File: src/rtl/cmdl_pkg.sv
package cmdl_pkg;

    localparam int HDR_BITS  = 32;
    localparam int CLEAR_BIT = 0;

    typedef enum logic [1:0] {
        S_IDLE = 2'd0,
        S_HDR  = 2'd1,
        S_PAY  = 2'd2
    } ld_state_e;

    // Register offset for a header bit; zero means the bit loads nothing.
    function automatic logic [7:0] slot_offset(input int b);
        case (b)
            2:  return 8'h08;
            3:  return 8'h0C;
            4:  return 8'h10;
            5:  return 8'h14;
            6:  return 8'h18;
            7:  return 8'h1C;
            8:  return 8'h20;
            9:  return 8'h24;
            10: return 8'h28;
            11: return 8'h2C;
            12: return 8'h30;
            14: return 8'h38;
            19: return 8'h4C;
            20: return 8'h50;
            29: return 8'h74;
            30: return 8'h78;
            31: return 8'h7C;
            default: return 8'h00;
        endcase
    endfunction

    function automatic logic [HDR_BITS-1:0] loadable_mask();
        logic [HDR_BITS-1:0] m;
        m = '0;
        for (int i = 0; i < HDR_BITS; i++) begin
            m[i] = (slot_offset(i) != 8'h00);
        end
        return m;
    endfunction

endpackage

File: src/rtl/cmdl_lowbit.sv
module cmdl_lowbit #(
    parameter int N = 32
) (
    input  logic [N-1:0] vec_i,
    output logic [N-1:0] onehot_o
);
    // Isolate the lowest set bit: each bit survives only if nothing below is set.
    logic [N:0] below;
    assign below[0] = 1'b0;
    for (genvar i = 0; i < N; i++) begin : g_scan
        assign onehot_o[i]  = vec_i[i] & ~below[i];
        assign below[i+1]   = below[i] | vec_i[i];
    end
endmodule

File: src/rtl/cmdl_addr_map.sv
module cmdl_addr_map
    import cmdl_pkg::*;
#(
    parameter int N      = HDR_BITS,
    parameter int ADDR_W = 8
) (
    input  logic [N-1:0]      onehot_i,
    output logic [ADDR_W-1:0] addr_o
);
    logic [ADDR_W-1:0] term [N];

    for (genvar i = 0; i < N; i++) begin : g_slot
        localparam logic [ADDR_W-1:0] OFF = ADDR_W'(slot_offset(i));
        assign term[i] = onehot_i[i] ? OFF : '0;
    end

    always_comb begin
        addr_o = '0;
        for (int i = 0; i < N; i++) begin
            addr_o = addr_o | term[i];
        end
    end
endmodule

File: src/rtl/cmdl_seq.sv
module cmdl_seq
    import cmdl_pkg::*;
#(
    parameter int WORD_W = 32,
    parameter int ADDR_W = 8
) (
    input  logic                clk,
    input  logic                rst,
    input  logic                start_i,
    input  logic                word_valid_i,
    input  logic [WORD_W-1:0]   word_data_i,
    input  logic [HDR_BITS-1:0] pick_i,
    input  logic [ADDR_W-1:0]   pick_addr_i,
    output logic [HDR_BITS-1:0] pend_o,
    output logic                word_ready_o,
    output logic                regs_clear_o,
    output logic                wr_en_o,
    output logic [ADDR_W-1:0]   wr_addr_o,
    output logic [WORD_W-1:0]   wr_data_o,
    output logic                load_done_o
);
    localparam logic [HDR_BITS-1:0] LMASK = loadable_mask();

    ld_state_e           state;
    logic [HDR_BITS-1:0] pend;
    logic [HDR_BITS-1:0] hdr_bits;
    logic [HDR_BITS-1:0] pend_next;
    logic                accept;

    assign hdr_bits     = word_data_i[HDR_BITS-1:0] & LMASK;
    assign pend_next    = pend & ~pick_i;
    assign word_ready_o = (state != S_IDLE);
    assign accept       = word_ready_o && word_valid_i;
    assign pend_o       = pend;

    always_ff @(posedge clk) begin
        if (rst) begin
            state        <= S_IDLE;
            pend         <= '0;
            regs_clear_o <= 1'b0;
            wr_en_o      <= 1'b0;
            wr_addr_o    <= '0;
            wr_data_o    <= '0;
            load_done_o  <= 1'b0;
        end else begin
            regs_clear_o <= 1'b0;
            wr_en_o      <= 1'b0;
            load_done_o  <= 1'b0;
            case (state)
                S_IDLE: begin
                    if (start_i) state <= S_HDR;
                end
                S_HDR: begin
                    if (accept) begin
                        pend         <= hdr_bits;
                        regs_clear_o <= word_data_i[CLEAR_BIT];
                        if (hdr_bits == '0) begin
                            load_done_o <= 1'b1;
                            state       <= S_IDLE;
                        end else begin
                            state <= S_PAY;
                        end
                    end
                end
                S_PAY: begin
                    if (accept) begin
                        wr_en_o   <= 1'b1;
                        wr_addr_o <= pick_addr_i;
                        wr_data_o <= word_data_i;
                        pend      <= pend_next;
                        if (pend_next == '0) begin
                            load_done_o <= 1'b1;
                            state       <= S_IDLE;
                        end
                    end
                end
                default: state <= S_IDLE;
            endcase
        end
    end

    // the pending set only ever loses bits during payload
    p_pend_shrinks_r2: assert property (@(posedge clk) disable iff (rst)
        (state == S_PAY) |=> ((pend & ~$past(pend)) == '0));

    // every accepted payload word retires exactly one header bit
    p_one_bit_per_word_r3: assert property (@(posedge clk) disable iff (rst)
        (state == S_PAY && word_valid_i) |=> ($countones($past(pend) & ~pend) == 1));

    // no reserved bit ever becomes pending
    p_no_reserved_pending_r6: assert property (@(posedge clk) disable iff (rst)
        (pend & ~LMASK) == '0);
endmodule

File: src/rtl/cmd_hdr_loader.sv
module cmd_hdr_loader
    import cmdl_pkg::*;
#(
    parameter int WORD_W = 32,
    parameter int ADDR_W = 8
) (
    input  logic              clk,
    input  logic              rst,
    input  logic              start_i,
    input  logic              word_valid_i,
    input  logic [WORD_W-1:0] word_data_i,
    output logic              word_ready_o,
    output logic              regs_clear_o,
    output logic              wr_en_o,
    output logic [ADDR_W-1:0] wr_addr_o,
    output logic [WORD_W-1:0] wr_data_o,
    output logic              load_done_o
);
    logic [HDR_BITS-1:0] pend;
    logic [HDR_BITS-1:0] pick;
    logic [ADDR_W-1:0]   pick_addr;

    cmdl_lowbit #(.N(HDR_BITS)) u_pick (
        .vec_i    (pend),
        .onehot_o (pick)
    );

    cmdl_addr_map #(.N(HDR_BITS), .ADDR_W(ADDR_W)) u_map (
        .onehot_i (pick),
        .addr_o   (pick_addr)
    );

    cmdl_seq #(.WORD_W(WORD_W), .ADDR_W(ADDR_W)) u_seq (
        .clk          (clk),
        .rst          (rst),
        .start_i      (start_i),
        .word_valid_i (word_valid_i),
        .word_data_i  (word_data_i),
        .pick_i       (pick),
        .pick_addr_i  (pick_addr),
        .pend_o       (pend),
        .word_ready_o (word_ready_o),
        .regs_clear_o (regs_clear_o),
        .wr_en_o      (wr_en_o),
        .wr_addr_o    (wr_addr_o),
        .wr_data_o    (wr_data_o),
        .load_done_o  (load_done_o)
    );

    // a write only follows an accepted word
    p_write_after_accept_r7: assert property (@(posedge clk) disable iff (rst)
        wr_en_o |-> $past(word_valid_i && word_ready_o));

    // completion is a single-cycle pulse
    p_done_pulse_r3: assert property (@(posedge clk) disable iff (rst)
        load_done_o |=> !load_done_o);

    // the clear never shares a cycle with a register write
    p_clear_alone_r4: assert property (@(posedge clk) disable iff (rst)
        regs_clear_o |-> !wr_en_o);

    // nothing is accepted while idle, so no write may follow an idle cycle
    p_idle_quiet_r1: assert property (@(posedge clk) disable iff (rst)
        !word_ready_o |=> !wr_en_o);
endmodule

File: config.mk
export PLATFORM = sky130hd
export DESIGN_NAME = cmd_hdr_loader
export DESIGN_NICKNAME = d
export VERILOG_FILES = /design/src/rtl/cmdl_pkg.sv /design/src/rtl/cmdl_lowbit.sv /design/src/rtl/cmdl_addr_map.sv /design/src/rtl/cmdl_seq.sv /design/src/rtl/cmd_hdr_loader.sv
export SDC_FILE = /design/constraint.sdc
export NUM_CORES = 1
export LEC_CHECK = 0
export ABC_AREA = 1
export BUFFER_PORTS_ARGS = -buffer_cell sky130_fd_sc_hd__buf_2
export CORE_MARGIN = 8
export CORE_UTILIZATION = 48
export CTS_CLUSTER_SIZE = 28
export DETAILED_ROUTE_END_ITERATION = 8
export GPL_TIMING_DRIVEN = 0
export HOLD_SLACK_MARGIN = 0.12
export PLACE_DENSITY_LB_ADDON = 0.2
export SETUP_SLACK_MARGIN = 0.3
export SYNTH_ARGS = -nofsm -noshare
export SYNTH_HDL_FRONTEND = slang
export SYNTH_SLANG_ARGS = --single-unit
File: constraint.sdc
create_clock -name clk -period 2.2 [get_ports clk]
set_input_delay 0.66 -clock clk [delete_from_list [all_inputs] [get_ports clk]]
set_output_delay 0.66 -clock clk [all_outputs]
set_load 0.01 [all_outputs]
## Word level (Yosys, flattened, before mapping)

Cells that the tools add are included.

| cells by class | value |
|---|---|
| equal/unequal tests | 6 |
| muxes and demuxes | 32 |
| bitwise operators | 113 |
| reductions and logical operators | 11 |

Operator list:

| kind | count |
|---|---|
| 8-bit OR | 13 |
| 32-bit zero test | 2 |
| 32-bit 2-to-1 mux | 2 |
| 32-bit case mux with 2 select lines | 1 |
| 6-bit 2-to-1 mux | 6 |
| 7-bit 2-to-1 mux | 5 |
| 1-bit inverter | 34 |
| 32-bit bitwise AND | 1 |
| 32-bit inverter | 1 |
| 1-bit bitwise AND | 31 |
| 1-bit OR | 30 |
| 8-bit by 7-bit OR with 8-bit output | 3 |
| 5-bit 2-to-1 mux | 4 |
| 2-bit 2-to-1 mux | 5 |
| 4-bit 2-to-1 mux | 2 |
| 2-bit by 1-bit != test with 1-bit output, second input constant | 3 |
| 2-bit case mux with 3 select lines | 1 |
| 1-bit 2-to-1 mux | 5 |
| 4-bit AND reduction | 1 |
| 2-bit nonzero test | 2 |
| 3-bit AND reduction | 1 |
| 3-bit OR reduction | 1 |
| 2-bit by 1-bit equality test with 1-bit output, second input constant | 1 |
| 2-bit equality test, second input constant | 1 |
| 6 further kinds | 6 |

| word-level totals | value |
|---|---|
| register bits after elaboration | 77 |
| word-level logic and storage cells | 169 |

## Logic depth before layout (Yosys ltp)

Gate-level depths: netlist (run 1).

| depth | value |
|---|---|
| word-level depth | 38 |
| mapped depth | 21 |

## Modules after synthesis

A second synthesis (run 1) with hierarchy kept.

| unflattened totals | value |
|---|---|
| cell total of the unflattened synthesis | 597 |
| area total of the unflattened synthesis | 4078.9 µm² |

By module, submodules not included:

| module | instances | cells each | area an instance (µm²) | sequential area each (µm²) |
|---|---|---|---|---|
| cmdl_seq | 1 | 479 | 3408.3 | 1541.5 |
| cmdl_lowbit | 1 | 83 | 510.5 | 0.0 |
| cmdl_addr_map | 1 | 35 | 160.2 | 0.0 |

## Worst setup path after synthesis (run 1)

No wires, ideal clock.

| timing path | value |
|---|---|
| path type | reg2reg |
| start point | register u_seq.pend[2] (netlist: u_seq.pend_o[2]) |
| end point | register u_seq.state[0] |
| arrival | 2.334 ns |
| required time | 2.136 ns |
| setup slack | -0.197 ns |
| cell stages (with the launch flop) | 18 |
| buffers on the path | 0 |
| clock period less this slack | 2.397 ns |
| path through | dfxtp_1 nor2_4 nand3_4 nor2_4 nand4_4 nor2_4 nand4_4 nor2_4 nand4_4 nor2_4 nand4_4 nor2_4 nand2_4 o211ai_2 nand3_2 nand2_1 inv_1 nor2_1 |

| between the ends | value |
|---|---|
| longest elaborated chain between the ends | 36 |
| elaborated cells between the ends (all ways) | 93 |
| those cells by class | eq/ne: 1; bitwise: 90; reduce/logical: 2 |

Ends and longest elaborated chain:

| item | line | text |
|---|---|---|
| start, declared | cmdl_seq.sv:25 | `logic [HDR_BITS-1:0] pend;` |
| start signal, assigned | cmdl_seq.sv:55 | `pend <= hdr_bits;` |
| start signal, assigned | cmdl_seq.sv:70 | `pend <= pend_next;` |
| 1-bit OR (29 in a row) | cmdl_lowbit.sv:12 | `assign below[i+1] = below[i] \| vec_i[i];` |
| 1-bit inverter | cmdl_lowbit.sv:11 | `assign onehot_o[i] = vec_i[i] & ~below[i];` |
| 1-bit bitwise AND | cmdl_lowbit.sv:11 |  |
| 32-bit inverter | cmdl_seq.sv:31 | `assign pend_next = pend & ~pick_i;` |
| 32-bit bitwise AND * | cmdl_seq.sv:31 |  |
| 32-bit zero test * | cmdl_seq.sv:71 | `if (pend_next == '0) begin` |
| 2-bit by 1-bit != test with 1-bit output (no source line) * | -- |  |
| 4-bit AND reduction (no source line) * | -- |  |
| end signal, assigned | cmdl_seq.sv:38 | `state <= S_IDLE;` |
| end signal, assigned | cmdl_seq.sv:73 | `state <= S_IDLE;` |
| end signal, assigned | cmdl_seq.sv:77 | `default: state <= S_IDLE;` |
| end, declared | cmdl_seq.sv:24 | `ld_state_e state;` |

Mark *: on every way between the ends. The rest lies on a longest branch, timed or not.
A chain may end at the register's enable or synchronous reset.

## Worst setup path after layout (run 1)

| timing path | value |
|---|---|
| start point | register u_seq.pend[5] (netlist: u_seq.pend_o[5]) |
| end point | register u_seq.state[0] |

| between the ends | value |
|---|---|
| longest elaborated chain between the ends | 33 |
| elaborated cells between the ends (all ways) | 84 |
| those cells by class | eq/ne: 1; bitwise: 81; reduce/logical: 2 |

Ends and longest elaborated chain:

| item | line |
|---|---|
| 1-bit OR (26 in a row) | cmdl_lowbit.sv:12 |
| 1-bit inverter | cmdl_lowbit.sv:11 |
| 1-bit bitwise AND | cmdl_lowbit.sv:11 |
| 32-bit inverter | cmdl_seq.sv:31 |
| 32-bit bitwise AND * | cmdl_seq.sv:31 |
| 32-bit zero test * | cmdl_seq.sv:71 |
| 2-bit by 1-bit != test with 1-bit output (no source line) * | -- |
| 4-bit AND reduction (no source line) * | -- |

Marks and branches as above.

==> flow_metrics.tcl, run 1 <==
set metrics [dict create \
    outcome "finished with violations" \
    cp_slowest_cell "dfxtp_4" \
    cts_hold_buf 0 \
    clk_path_buf_depth 2 \
    drv_slew 0 \
    fmax_ghz 0.3648 \
    fin_crit_ps 2741 \
    cts_tree "built" \
    power_leakage_uw 0.002096 \
    synth_cell_types 35 \
    via_count 3590 \
    grt_use_met1_pct 24.03 \
    grt_pass1_vias 3482 \
    gr-total-overflow 0 \
    yosysSeqAreaShare_pct 42.23 \
    post_synth.cell_area_avg_um2 7.171 \
    arrival_ps 3030 \
    place.gp.congestion 0.9176 \
    wl_per_cell_um 14.76 \
    ys_ff_latch 72 \
    start_util_pct 49.96 \
    startpoint_type "register" \
    htree_levels 3 \
    syn_inst 476 \
    routed_via_density 5.226 \
    fin_skew_ps 6.925 \
    die_area_um2 10070 \
    hp-class "register to register" \
    finalSetupViolCount 11 \
    use_met2_pct 31.69 \
    clkTransAtPathRegs_ps 80 \
    clock_sinks 72 \
    yosys_warnings 0 \
    worstSetupPathType "register to register" \
    num_io_pins 80 \
    initialDrtViolationCount 236 \
    rsz0062_at_grt "yes" \
    grt.total_usage_pct 19.99 \
    antenna_cells 0 \
    critPathCaptureType "register" \
    crit_path_cell_trace "nor2_4 > nand3_4 > nor2_4 > buf_6 > inv_2 > nor2_2 > nand2_1 > nand2_1 > inv_1 > nor2_1 > nand4_1 > nor2_2 > nand4_1 > nor2_1 > nand4_1 > nor2_1 > nand4_1 > nand2_2 > nand3_2 > nand2_1 > inv_1 > nor2_1" \
    io_buffers 75 \
    maxSlewHeadroom_pct 56.58 \
    layout_setup_ws_ps -541.1 \
    finalHoldViolations 0 \
    whs_ps 494.2 \
    drc 0 \
    antenna_found_initial 0 \
    cp.required_ps 2490 \
    cts_root_buffer "clkbuf_8" \
    wl_um 10140 \
    core_area_um2 6832 \
    cts_buffers 9 \
    syn2layout_area_growth_pct 32.81 \
    worstPathMaxFanout 6 \
    grt_max_degree 14 \
    power_per_cell_area_nw_per_um2 1606 \
    critPathMaxStageDelay_ps 360 \
    dpl.hpwl_um 7261 \
    grt_pass1_wl_um 16270 \
    die-width_um 100.3 \
    max_slew.worst_pin.slew_ps 651.3 \
    final_antenna_net_count 0 \
    met3_usage_pct 7.751 \
    clock_latency_ps 350 \
    ir_drop_v 0.0005865 \
    die_h_um 100.3 \
    netlist_area_um2 3413 \
    nets 625 \
    dr.pass1.iters 7 \
    drive_gt1_share_pct 30.96 \
    fin_util_pct 66.36 \
    fin_crit_sh_pct 124.6 \
    drv_cap 0 \
    failed_checks "setup timing" \
    row_count 30 \
    busiest_layer "met2" \
]
placed cells by master, fill, tap and decap left out, types with 3 or more instances in the layout:
cell / count
a21oi_2: 5
a21oi_1: 35
o211ai_1: 3
o21ai_0: 45
dfxtp_1: 67
clkbuf_8: 9
inv_2: 5
nor3_1: 13
dfxtp_4: 3
nand3_1: 9
nor2_4: 9
bufinv_16: 3
buf_2: 76
nand4_4: 4
nor2_1: 88
nand2_2: 8
nor2_2: 5
clkbuf_4: 3
conb_1: 3
inv_1: 39
clkbuf_1: 14
buf_4: 22
a221oi_1: 4
buf_6: 7
nand3_2: 5
nand4_1: 10
nand2_1: 65
routing by layer:
metal / vias up / routed length [um]
met4: 0 / 144
met3: 14 / 1032
li1: 1789 / -
met1: 1637 / 4233
met2: 150 / 4727
met5: - / 0
logic make-up (layout without fill, tap and decap cells):
logic type      Yosys count  after routing  synth area share, %
simple gates            223            223                30.97
flops                    72             72                42.23
compound gates          105            105                17.34
other cells               1              3               0.1099
buf+inv                  72            185                8.248
fa+ha+maj                 3              3                1.100
repair_timing:
item	in CTS	in global routing
gates resized for setup	29	46
buffers inserted	13	9
endpoints found under the setup margin	70	59
pin swaps	15	31
metrics by stage:
stage                     instance area [um2]  total power (uW)  instances  setup TNS (ps)  setup WS (ps)
after floorplan                          3438              4097        478          -964.2         -182.1
after global placement                   3934              4763        649           -5197         -446.0
after detailed placement                 3934              4845        649           -8613         -531.1
after CTS                                4357              6694        678           -3697         -418.2
after global routing                     4533              7776        687           -6878         -797.2
final                                    4533              7282        687           -4596         -541.1
area by class of cell:
type                            instances  area, um2
Clock buffer                           10      127.6
Multi-Input combinational cell        334       1826
Timing Repair Buffer                   97      555.5
Clock inverter                          6      115.1
Buffer                                 25      145.1
Inverter                               47      188.9
Tap cell                               96      120.1
Sequential cell                        72       1455
Fill cell                             598       2298
Yosys cell counts, drive strengths merged:
cell type  number  area, um2
nor4            2      12.51
buf             6      33.78
a41oi           2      17.52
a221oi          4      35.03
dfxtp          72       1441
a31oi           1      6.260
nand4          14      147.6
nor2          102      432.9
clkbuf         19      71.32
ha              3      37.54
o221a           1      11.26
nand3          15      92.59
or4             1      7.510
a21oi          40      200.2
inv            45      168.9
nand2          75      294.0
nor3           14      70.07
o21ai          47      235.2
a211oi          3      27.52
conb            1      3.750
o221ai          2      17.52
o211ai          4      35.03
o22ai           1      6.260
clkinv          2      7.510
worst max-delay path, delay by kind of cell, from the launching register on:
family                 cells  cell delay, ps
DFF                        1             360
and+or+nand+nor           18            2090
buffers and inverters      4             230
report_power, final:
group / switching [uW] / internal (uW) / total, uW
Sequential: 207 / 1540 / 1750
Combinational: 2460 / 1780 / 4230
Clock: 536 / 762 / 1300
flip-flops by register name, summed over array words and instances (netlist names):
signal	count
u_seq.load_done_o	1
u_seq.wr_data_o	32
u_seq.wr_en_o	1
u_seq.pend_o	30
u_seq.wr_addr_o	5
u_seq.regs_clear_o	1
u_seq.state	2
final timing paths:
path              slack (ps)  cells after the start              from          endpoint
hold reg to reg          490                      2  u_seq.pend_o[10]  u_seq.pend_o[10]
hold / removal           490                      2  u_seq.pend_o[10]  u_seq.pend_o[10]
setup / recovery        -540                     22   u_seq.pend_o[5]    u_seq.state[0]
setup reg to reg        -540                     22   u_seq.pend_o[5]    u_seq.state[0]
No activity file was read; power rests on OpenSTA's default activity.
==> run 2: changes to the inputs <==
--- a/config.mk
+++ b/config.mk
@@ -8,7 +8,7 @@
 export ABC_AREA = 1
 export BUFFER_PORTS_ARGS = -buffer_cell sky130_fd_sc_hd__buf_2
 export CORE_MARGIN = 8
-export CORE_UTILIZATION = 48
+export CORE_UTILIZATION = 50
 export CTS_CLUSTER_SIZE = 28
 export DETAILED_ROUTE_END_ITERATION = 8
 export GPL_TIMING_DRIVEN = 0
@@ -17,4 +17,5 @@
 export SETUP_SLACK_MARGIN = 0.3
 export SYNTH_ARGS = -nofsm -noshare
 export SYNTH_HDL_FRONTEND = slang
+export SYNTH_HIERARCHICAL = 1
 export SYNTH_SLANG_ARGS = --single-unit
==> run 2 against run 1 <==
Effect of this change:
- clock power shrank 8%
- combinational power down 35%
- non-clock buffer count rose by 8
- clock skew hardly changed
- synthesized cell count is 25% higher
- die area grew 12%
- utilization shrank 2.8 points
- routed wire length grew 14%
- count of clock-buffer cells in the layout is 1 lower
- worst hold slack got worse by 32 ps
- the run still ends with setup timing left
- via count is 17% higher
- critical path depth grew 4
- largest cell class unchanged
==> flow_metrics.tcl, run 2 <==
set metrics [dict create \
    cts_buffers 9 \
    timing.critical_path.buf_inv 1 \
    routed_via_density 5.147 \
    synth.top_cells.by_area "dfxtp_1 38%, nand2_1 11%, nand3_1 10%, inv_1 7.9%, a21oi_1 5.3%" \
    critPathCaptureType "register" \
    cts_tree "built" \
    place.gp.congestion 0.8675 \
    grt_max_degree 15 \
    via_count 4195 \
    die_h_um 106.3 \
    clk_path_buf_depth 2 \
    fin_skew_ps 6.705 \
    layout_setup_ws_ps -1030 \
    final_cell_mix "123 x nand2_1, 89 x buf_2, 80 x inv_1, 78 x nand3_1, 75 x dfxtp_1" \
    syn2layout_area_growth_pct 25.43 \
    n_fill_cell 749 \
    maxSlewHeadroom_pct 62.35 \
    antenna_cells 0 \
    ir_drop_v 0.0004545 \
    rsz0062_at_grt "yes" \
    grt_pass1_vias 4176 \
    finalInstanceArea_um2 5116 \
    fmax_ghz 0.3096 \
    final_cells 815 \
    dpl.hpwl_um 8448 \
    synthAdderAreaFrac_pct 0.9202 \
    dpl.cell_count 782 \
    power_per_cell_area_nw_per_um2 1085 \
    final_antenna_net_count 0 \
    grt.total_usage_pct 20.15 \
    cts_root_buffer "clkbuf_8" \
    whs_ps 461.9 \
    wl_um 11550 \
    wl_per_cell_um 14.17 \
    drive_gt1_share_pct 26.62 \
    gr-total-overflow 0 \
    row_count 33 \
    cts_hold_buf 0 \
    synth-xor-area-share_pct 0 \
    core_area_um2 8051 \
    clock_latency_ps 350 \
    worstPathMaxFanout 5 \
    syn_inst 597 \
    post_synth.cell_area_avg_um2 6.832 \
    arrival_ps 3480 \
    fin_crit_ps 3230 \
    synthMuxAreaShare_pct 0 \
    path_delay_family "simple AND/OR/NAND/NOR gates" \
    synth-edff-count 0 \
    nets 744 \
    ys_top_cells_by_count "124 x nand2_1, 86 x inv_1, 83 x nand3_1" \
    cp.required_ps 2450 \
    outcome "finished with violations" \
    io_buffers 78 \
    yosysSeqAreaShare_pct 37.79 \
    hp-class "register to register" \
    yosys.area_share.simple_pct 35.67 \
    async_reset_ff_share_pct 0 \
    max_slew.worst_pin.slew_ps 559.5 \
    synth_top_area_share_pct 37.79 \
    power_leakage_uw 0.002253 \
    grt_pass1_wl_um 18860 \
    layout_commonest_cell "nand2_1" \
    dp_slack_ps -1186 \
    drv_slew 0 \
    dr.pass1.iters 6 \
    startpoint_type "register" \
    yosys_warnings 6 \
    worstSetupPathType "register to register" \
    htree_levels 3 \
    synth_compound_area_share_pct 12.18 \
    die_area_um2 11300 \
    synth_ff_type "dfxtp_1" \
    initialDrtViolationCount 216 \
    die-width_um 106.3 \
    ys_ff_latch 77 \
    synth_top_cell_by_area "dfxtp_1" \
    critPathMaxStageDelay_ps 360 \
    drc 0 \
    fin_crit_sh_pct 146.8 \
    antenna_found_initial 0 \
    drv_cap 0 \
    clkTransAtPathRegs_ps 80 \
    synth_cell_types 31 \
    finalHoldViolations 0 \
    num_io_pins 80 \
    clock_sinks 77 \
    cp_slowest_cell "dfxtp_4" \
    placed_area_um2 4652 \
    netlist_area_um2 4079 \
    yosysMostFrequentCell "nand2_1" \
    finalSetupViolCount 20 \
    synth_top_family_by_area "simple AND/OR/NAND/NOR gates" \
    start_util_pct 50.66 \
    failed_checks "setup timing" \
]
## run 2: changes by cell type after synthesis, sizes merged, moves of 10 or more
cell	before	now
nand3	15	83
nor2	102	58
a31oi	1	17
clkbuf	19	9
buf	6	26
nand2	75	126
o21ai	47	35
inv	45	88
## run 2: cell type report
type / instances / area [um2] / area share [%]
clock buffers: 9 / 123.9 / 2.421
well taps: 105 / 131.4 / 2.568
flip-flops and latches: 77 / 1549 / 30.28
plain buffers: 35 / 210.2 / 4.109
inverters: 89 / 334.1 / 6.530
clock inverters: 7 / 98.84 / 1.932
multi-input cells: 398 / 2136 / 41.75
repair buffers: 95 / 533.0 / 10.42
## run 2: worst paths after layout
kind | start | endpoint | slack [ps] | cells past startpoint
hold / removal | u_seq/wr_data_o[31] | u_seq/wr_data_o[31] | 460 | 2
hold reg to reg | u_seq/wr_data_o[31] | u_seq/wr_data_o[31] | 460 | 2
setup / recovery | u_seq/pend_o[0] | u_seq/state[1] | -1030 | 26
setup reg to reg | u_seq/pend_o[0] | u_seq/state[1] | -1030 | 26
## run 2: repair_timing
item	CTS	global route
endpoints found under the hold margin	0	0
setup endpoints to repair	23	30
pin swaps	11	13
gates resized for setup	18	15
setup buffers	12	5
## run 2: worst reg2reg max path, delay by kind of cell, from the launching register on
family | cells | cell delay (ps)
buf+inv | 1 | 50
simple gates | 25 | 2720
flops | 1 | 360
## run 2: logic make-up (layout without fill, tap and decap cells)
group | count (synthesis) | in the layout
AOI/OAI and AO/OA | 95 | 95
adders and majority gates | 3 | 3
buffers and inverters | 124 | 235
DFF | 77 | 77
other | 1 | 3
and+or+nand+nor | 297 | 297
## run 2: where the power goes
| part | internal, uW | leakage, uW | switching, uW |
|---|---|---|---|
| Combinational | 1120 | 0.00152 | 1610 |
| Clock | 644 | 0.000110 | 549 |
| Sequential | 1510 | 0.000624 | 119 |
| Total | 3280 | 0.00225 | 2270 |
## run 2: metrics by stage
step	power (uW)	utilization [%]	setup TNS (ps)
2_1_floorplan	3335	-	-4923
3_3_place_gp	3790	57.78	-9353
3_5_place_dp	3829	57.78	-10440
4_1_cts	5362	62.36	-11400
5_1_grt	5944	63.54	-13680
6_report	5552	63.54	-9576
## run 2: metal layers
layer  vias to the layer above  share of wire (%)  track usage, %
met3                        18                6.5           6.473
li1                       2144                  -               -
met2                       117                 49           34.27
met1                      1916                 43           23.65
met5                         -                  0               0
met4                         0                1.6           5.930
